<file path="config.mk">
export PLATFORM = sky130hd
export DESIGN_NAME = vbi_fifo_irq
export DESIGN_NICKNAME = d
export VERILOG_FILES = /design/src/rtl/vfq_pkg.sv /design/src/rtl/vfq_byte_fifo.sv /design/src/rtl/vfq_irq_bank.sv /design/src/rtl/vfq_hostif.sv /design/src/rtl/vbi_fifo_irq.sv
export SDC_FILE = /design/constraint.sdc
export NUM_CORES = 2
export LEC_CHECK = 0
export BUFFER_PORTS_ARGS = -buffer_cell sky130_fd_sc_hd__buf_4
export CAP_MARGIN = 20
export CORE_MARGIN = 2
export CORE_UTILIZATION = 57
export DETAILED_ROUTE_END_ITERATION = 6
export PLACE_DENSITY = 0.73
export REMOVE_ABC_BUFFERS = 1
export SLEW_MARGIN = 10
export SYNTH_ARGS = -nofsm -noshare
export SYNTH_HDL_FRONTEND = slang
export SYNTH_SLANG_ARGS = --single-unit
</file>
<file path="constraint.sdc">
create_clock -name clk -period 4.4 [get_ports clk]
set_input_delay 0 -clock clk [delete_from_list [all_inputs] [get_ports clk]]
set_output_delay 0 -clock clk [all_outputs]
set_load 0.02 [all_outputs]
</file>
<file path="src/rtl/vfq_pkg.sv">
package vfq_pkg;

  typedef enum logic [2:0] {
    RA_DATA   = 3'd0,
    RA_CNT_LO = 3'd1,
    RA_CNT_HI = 3'd2,
    RA_THRESH = 3'd3,
    RA_CTRL   = 3'd4,
    RA_STATUS = 3'd5,
    RA_MASK   = 3'd6,
    RA_CLEAR  = 3'd7
  } reg_addr_e;

  localparam int CTRL_FLUSH_BIT = 0;
  localparam int CTRL_OVF_BIT   = 1;

  // Byte count to 16-bit word count (floor).
  function automatic logic [15:0] words_of(input logic [15:0] bytes);
    return bytes >> 1;
  endfunction

  // Strict comparison of the word count against the threshold.
  function automatic logic thr_exceeded(input logic [15:0] words, input logic [7:0] thr);
    return words > {8'd0, thr};
  endfunction

  // One raw flag: a clear drops it, an event sets it, and the event wins.
  function automatic logic next_flag(input logic cur, input logic evt, input logic clr);
    return (cur & ~clr) | evt;
  endfunction

endpackage

</file>
<file path="src/rtl/vfq_byte_fifo.sv">
module vfq_byte_fifo #(
  parameter int DEPTH = 512,
  parameter int DW    = 8,
  localparam int PW   = $clog2(DEPTH),
  localparam int CW   = $clog2(DEPTH + 1)
) (
  input  logic          clk,
  input  logic          rst_n,
  input  logic          flush,
  input  logic          push,
  input  logic [DW-1:0] din,
  input  logic          pop,
  output logic [DW-1:0] dout,
  output logic [CW-1:0] count,
  output logic          push_ok,
  output logic          push_drop,
  output logic          pop_ok,
  output logic          ovf
);

  logic [DW-1:0] mem [DEPTH];
  logic [PW-1:0] wr_ptr, rd_ptr;
  logic          full, empty;

  assign full      = (count == CW'(DEPTH));
  assign empty     = (count == '0);
  assign push_ok   = push & ~full & ~flush;
  assign push_drop = push & full & ~flush;
  assign pop_ok    = pop & ~empty & ~flush;
  assign dout      = empty ? '0 : mem[rd_ptr];

  function automatic logic [PW-1:0] ptr_inc(input logic [PW-1:0] p);
    return (p == PW'(DEPTH - 1)) ? '0 : p + 1'b1;
  endfunction

  always_ff @(posedge clk) begin
    if (push_ok) mem[wr_ptr] <= din;
  end

  always_ff @(posedge clk or negedge rst_n) begin
    if (!rst_n) begin
      wr_ptr <= '0;
      rd_ptr <= '0;
      count  <= '0;
      ovf    <= 1'b0;
    end else if (flush) begin
      wr_ptr <= '0;
      rd_ptr <= '0;
      count  <= '0;
      ovf    <= 1'b0;
    end else begin
      if (push_ok) wr_ptr <= ptr_inc(wr_ptr);
      if (pop_ok)  rd_ptr <= ptr_inc(rd_ptr);
      case ({push_ok, pop_ok})
        2'b10:   count <= count + 1'b1;
        2'b01:   count <= count - 1'b1;
        default: count <= count;
      endcase
      if (push_drop) ovf <= 1'b1;
    end
  end

endmodule

</file>
<file path="src/rtl/vfq_irq_bank.sv">
module vfq_irq_bank
  import vfq_pkg::*;
#(
  parameter int NSRC = 8
) (
  input  logic            clk,
  input  logic            rst_n,
  input  logic [NSRC-1:0] evt,
  input  logic            clr_we,
  input  logic [NSRC-1:0] clr_bits,
  input  logic            mask_we,
  input  logic [NSRC-1:0] mask_wdata,
  output logic [NSRC-1:0] raw,
  output logic [NSRC-1:0] mask,
  output logic [NSRC-1:0] status,
  output logic            irq
);

  logic [NSRC-1:0] clr_eff;
  assign clr_eff = clr_we ? clr_bits : '0;

  for (genvar i = 0; i < NSRC; i++) begin : g_src
    always_ff @(posedge clk or negedge rst_n) begin
      if (!rst_n) begin
        raw[i]  <= 1'b0;
        mask[i] <= 1'b0;
      end else begin
        raw[i] <= next_flag(raw[i], evt[i], clr_eff[i]);
        if (mask_we) mask[i] <= mask_wdata[i];
      end
    end
  end

  assign status = raw & mask;
  assign irq    = |status;

endmodule

</file>
<file path="src/rtl/vfq_hostif.sv">
module vfq_hostif
  import vfq_pkg::*;
#(
  parameter int        CW        = 10,
  parameter logic [7:0] THR_RESET = 8'h80
) (
  input  logic          clk,
  input  logic          rst_n,
  input  logic          hb_sel,
  input  logic          hb_wr,
  input  logic [2:0]    hb_addr,
  input  logic [7:0]    hb_wdata,
  output logic [7:0]    hb_rdata,
  input  logic [7:0]    fifo_dout,
  input  logic [CW-1:0] fifo_cnt,
  input  logic          ovf,
  input  logic [7:0]    status,
  input  logic [7:0]    mask,
  output logic          pop_req,
  output logic          flush_req,
  output logic          mask_we,
  output logic          clr_we,
  output logic [7:0]    thresh
);

  logic       rd_acc, wr_acc;
  logic [7:0] rd_mux;
  logic [15:0] cnt16;

  assign rd_acc    = hb_sel & ~hb_wr;
  assign wr_acc    = hb_sel & hb_wr;
  assign pop_req   = rd_acc & (hb_addr == RA_DATA);
  assign flush_req = wr_acc & (hb_addr == RA_CTRL) & hb_wdata[CTRL_FLUSH_BIT];
  assign mask_we   = wr_acc & (hb_addr == RA_MASK);
  assign clr_we    = wr_acc & (hb_addr == RA_CLEAR);
  assign cnt16     = 16'(fifo_cnt);

  always_comb begin
    rd_mux = 8'h00;
    case (reg_addr_e'(hb_addr))
      RA_DATA:   rd_mux = fifo_dout;
      RA_CNT_LO: rd_mux = cnt16[7:0];
      RA_CNT_HI: rd_mux = cnt16[15:8];
      RA_THRESH: rd_mux = thresh;
      RA_CTRL:   rd_mux = 8'(ovf) << CTRL_OVF_BIT;
      RA_STATUS: rd_mux = status;
      RA_MASK:   rd_mux = mask;
      default:   rd_mux = 8'h00;
    endcase
  end

  always_ff @(posedge clk or negedge rst_n) begin
    if (!rst_n) begin
      hb_rdata <= 8'h00;
      thresh   <= THR_RESET;
    end else begin
      if (rd_acc) hb_rdata <= rd_mux;
      if (wr_acc && hb_addr == RA_THRESH) thresh <= hb_wdata;
    end
  end

endmodule

</file>
<file path="src/rtl/vbi_fifo_irq.sv">
module vbi_fifo_irq
  import vfq_pkg::*;
#(
  parameter int         DEPTH     = 512,
  parameter logic [7:0] THR_RESET = 8'h80,
  localparam int        CW        = $clog2(DEPTH + 1)
) (
  input  logic       clk,
  input  logic       rst_n,
  input  logic       wr_en,
  input  logic [7:0] wr_data,
  input  logic [6:0] ext_evt,
  input  logic       hb_sel,
  input  logic       hb_wr,
  input  logic [2:0] hb_addr,
  input  logic [7:0] hb_wdata,
  output logic [7:0] hb_rdata,
  output logic       irq_o
);

  // Named internal events, visible to the bound checker.
  logic [CW-1:0] fifo_cnt;
  logic [7:0]    fifo_dout;
  logic          push_ok, push_drop, pop_ok, ovf;
  logic          pop_req, flush_req, mask_we, clr_we;
  logic [7:0]    thresh_q, raw_q, mask_q, status_q;
  logic          thr_hit;

  assign thr_hit = thr_exceeded(words_of(16'(fifo_cnt)), thresh_q);

  vfq_byte_fifo #(.DEPTH(DEPTH), .DW(8)) u_fifo (
    .clk, .rst_n,
    .flush     (flush_req),
    .push      (wr_en),
    .din       (wr_data),
    .pop       (pop_req),
    .dout      (fifo_dout),
    .count     (fifo_cnt),
    .push_ok   (push_ok),
    .push_drop (push_drop),
    .pop_ok    (pop_ok),
    .ovf       (ovf)
  );

  vfq_irq_bank #(.NSRC(8)) u_irq (
    .clk, .rst_n,
    .evt        ({thr_hit, ext_evt}),
    .clr_we     (clr_we),
    .clr_bits   (hb_wdata),
    .mask_we    (mask_we),
    .mask_wdata (hb_wdata),
    .raw        (raw_q),
    .mask       (mask_q),
    .status     (status_q),
    .irq        (irq_o)
  );

  vfq_hostif #(.CW(CW), .THR_RESET(THR_RESET)) u_host (
    .clk, .rst_n,
    .hb_sel, .hb_wr, .hb_addr, .hb_wdata,
    .hb_rdata  (hb_rdata),
    .fifo_dout (fifo_dout),
    .fifo_cnt  (fifo_cnt),
    .ovf       (ovf),
    .status    (status_q),
    .mask      (mask_q),
    .pop_req   (pop_req),
    .flush_req (flush_req),
    .mask_we   (mask_we),
    .clr_we    (clr_we),
    .thresh    (thresh_q)
  );

endmodule

</file>
==> impl_metrics.toml <==
[grt]
globalRouteOverflowTotal = 0
antenna_found_initial = 34
grt_max_degree = 169
grt_usage_pct = 32.2
grt_pass1_wl_mm = 669
first_global_vias = 90849

[drt]
drt_iter0_drc = 15111
routed_wl_mm = 474
wl_per_cell_um = 34.8
firstDrtPassIters = 7
via_count = 93149
drc = 26
antenna_left = 0
vias_per_cell = 6.84

[sta]
rsz0062_at_grt = "no"
tightest_slew_ns = 1.31
final_hold_viol_count = 0
min_period_over_period_pct = 100
fmax_mhz = 227
relSlewSlack_pct = 11.4
finalMaxSlewViolations = 0
fin_crit_ns = 4.40
finalSetupViolations = 0
clock_skew_ns = 0.0929

[logic_synthesis]
yosysUniqueCellTypes = 75
synth_top_area_share_pct = 75.0
synth_seq_cells = 4157
mappedNetlistArea_sq_um = 164000
synth-async-reset-ratio_pct = 1.47
synth_edf_count = 4096
synthCells = 8526
synth_area_leader_cell = "edfxtp_1"
ys_warn_count = 0
synth_area_leaders = "edfxtp_1, mux4_2, mux2i_1"
avgSynthCellArea_sq_um = 19.2
synth_ff_type = "edfxtp_1"
ys_seq_area_share_pct = 76.0

[critical_path]
crit_arrival_ns = 5.31
cpMostUsedCell = "buf_12"
crit_chain = "buf_12 > buf_12 > buf_12 > buf_4 > mux2i_1 > o22ai_1 > a2111oi_0 > buf_4 > or3_1 > nor4_1 > a21oi_1 > nor3_2 > o21ai_1 > o31ai_1"
cp_num_buf_inv = 5
max_stage_delay_ns = 0.61
startpoint_type = "flop"
cp.required_ns = 5.31
worstSetupPathType = "reg -> reg"
critPathCaptureType = "flop"
cp_top_family = "buffers and inverters"
cp_max_fo = 29
cp_slowest_cell = "dfrtp_4"

[cts]
cts_made_buffers = 405
cts_root_buffer = "clkbuf_16"
htree_levels = 5
cts.sinks = 4157
clkSlewWorstSetupHoldPaths_ns = 0.06
clkLatencyLatePin_ns = 1.03
ctsLongestPathBuffers = 4
post_cts_buffers = 0
cts_tree = "built"

[die]
initial_core_util_pct = 57.4
rows = 196
core_area_sq_um = 286000
fp.dieH_um = 540
die_w_um = 540
boundaryPins = 40
fp.dieArea_sq_um = 292000

[run_status]
status = "finished, violations left"
violations = "DRC"

[placement]
gp_congestion = 0.964
dp_cells = 12771
hpwl_mm = 296
io_buffers = 39
dpl_cell_area_sq_um = 174000

[run]
drv_cap = 0

[pwr]
power_density_nw_per_um2 = 525
peakVddDrop_mv = 0.418
cellLeakagePower_uw = 0.0608

[layout]
final-instance-count-excl-fill = 13611
num-fill-cells = 18056
syn_to_final_growth_pct = 15.0
nets = 9535
final_area_sq_um = 188000
final_common_cell = "edfxtp_1"
final_layout_size_suffix_gt1_share_pct = 24.0
layout_common_cells = "edfxtp_1, buf_4, mux2i_1, nor2_1, mux4_2"

[hold_path]
hold_class = "in -> reg"
==> flip-flops by register name (all words and copies together), names as in the netlist <==
name             count
u_irq.mask           8
u_fifo.wr_ptr        9
u_fifo.count        10
u_host.thresh        8
u_host.hb_rdata      8
u_irq.raw            8
u_fifo.mem        4096
u_fifo.rd_ptr        9
u_fifo.ovf           1
==> routing by layer <==
metal / global-route usage (%) / vias up / share of wire, % / wire (um)
met2: 48.6 / 7157 / 45 / 215000
li1: - / 37028 / - / -
met5: 0 / - / 0.050 / 236
met3: 8.83 / 1288 / 13 / 62800
met1: 43.1 / 47642 / 35 / 165000
met4: 17.1 / 34 / 6.4 / 30400
==> cell usage after synthesis, types with 11 or more instances <==
cell / number
edfxtp_1: 4096
mux2i_1: 804
nor2_1: 661
mux4_2: 642
o221ai_1: 297
clkbuf_1: 271
a21oi_1: 239
o22ai_1: 202
nand2_1: 190
o21ai_0: 142
buf_6: 102
nor3_1: 101
buf_2: 91
dfrtp_1: 60
nand3_1: 55
a22oi_1: 44
mux2_2: 41
buf_4: 40
buf_1: 29
a31oi_1: 27
a211oi_1: 25
o31ai_1: 25
nor2b_1: 23
inv_1: 22
nor4_1: 20
buf_8: 18
ha_1: 18
a21o_1: 16
nand2b_1: 14
nand4_1: 14
or3_1: 12
a221oi_1: 11
a311oi_1: 11
o211ai_1: 11
o21a_1: 11
==> stage by stage <==
step	hold slack (ns)	power (uW)	setup TNS, ns	worst slack (ns)	util (%)
6_report	0.0445	99000	0	0.00101	66.0
5_1_grt	0.0357	101000	0	0.00346	65.9
4_1_cts	0.0298	98800	0	0.0278	65.9
3_5_place_dp	0.179	64600	-0.201	-0.201	61.1
3_3_place_gp	0.171	64300	-0.146	-0.146	61.0
2_1_floorplan	-0.296	52700	-798.89	-51.77	-
==> what timing repair did <==
item,4_1_cts,5_1_grt
hold buffers,69,0
hold endpoints to repair,2560,0
gates resized for setup,1,4
setup endpoints to repair,1,3
==> worst paths after layout <==
kind | from | end | slack (ns) | depth (start not counted)
hold / removal | wr_data[6] | u_fifo.mem[474][6] | 0.04 | 2
setup reg to reg | u_fifo.rd_ptr[0] | u_host.hb_rdata[7] | 0.001 | 14
setup / recovery | u_fifo.rd_ptr[0] | u_host.hb_rdata[7] | 0.001 | 14
hold reg to reg | u_host.hb_rdata[6] | u_host.hb_rdata[6] | 0.51 | 2
max in group asynchronous | rst_n | u_fifo.rd_ptr[0] | 3.75 | 4
min in group asynchronous | rst_n | u_host.thresh[7] | 0.20 | 3
==> final cells by class <==
type	instances	area, sq um	area share, %
tap	3762	4710	2.50
antenna	23	57.6	0.0305
inverter	24	108	0.0571
timing repair buffer	1106	9590	5.09
sequential	4157	125000	66.1
clock inverter	252	2610	1.39
clock buffer	495	10600	5.63
multi-input combinational	3792	36200	19.2
==> power breakdown <==
| group | internal, uW | switching, uW |
|---|---|---|
| Clock | 19700 | 15000 |
| Sequential | 43700 | 304 |
| Combinational | 8390 | 11900 |
==> cell families after synthesis <==
logic type	after synthesis	synth area share (%)
DFF	4157	76.0
muxes	1487	14.0
AOI/OAI and AO/OA	1146	4.81
and+or+nand+nor	1130	2.91
buffers and inverters	577	2.09
adders and majority gates	18	0.137
xor gates and xnor gates	11	0.0588
Power figures use the tool's default switching activity.
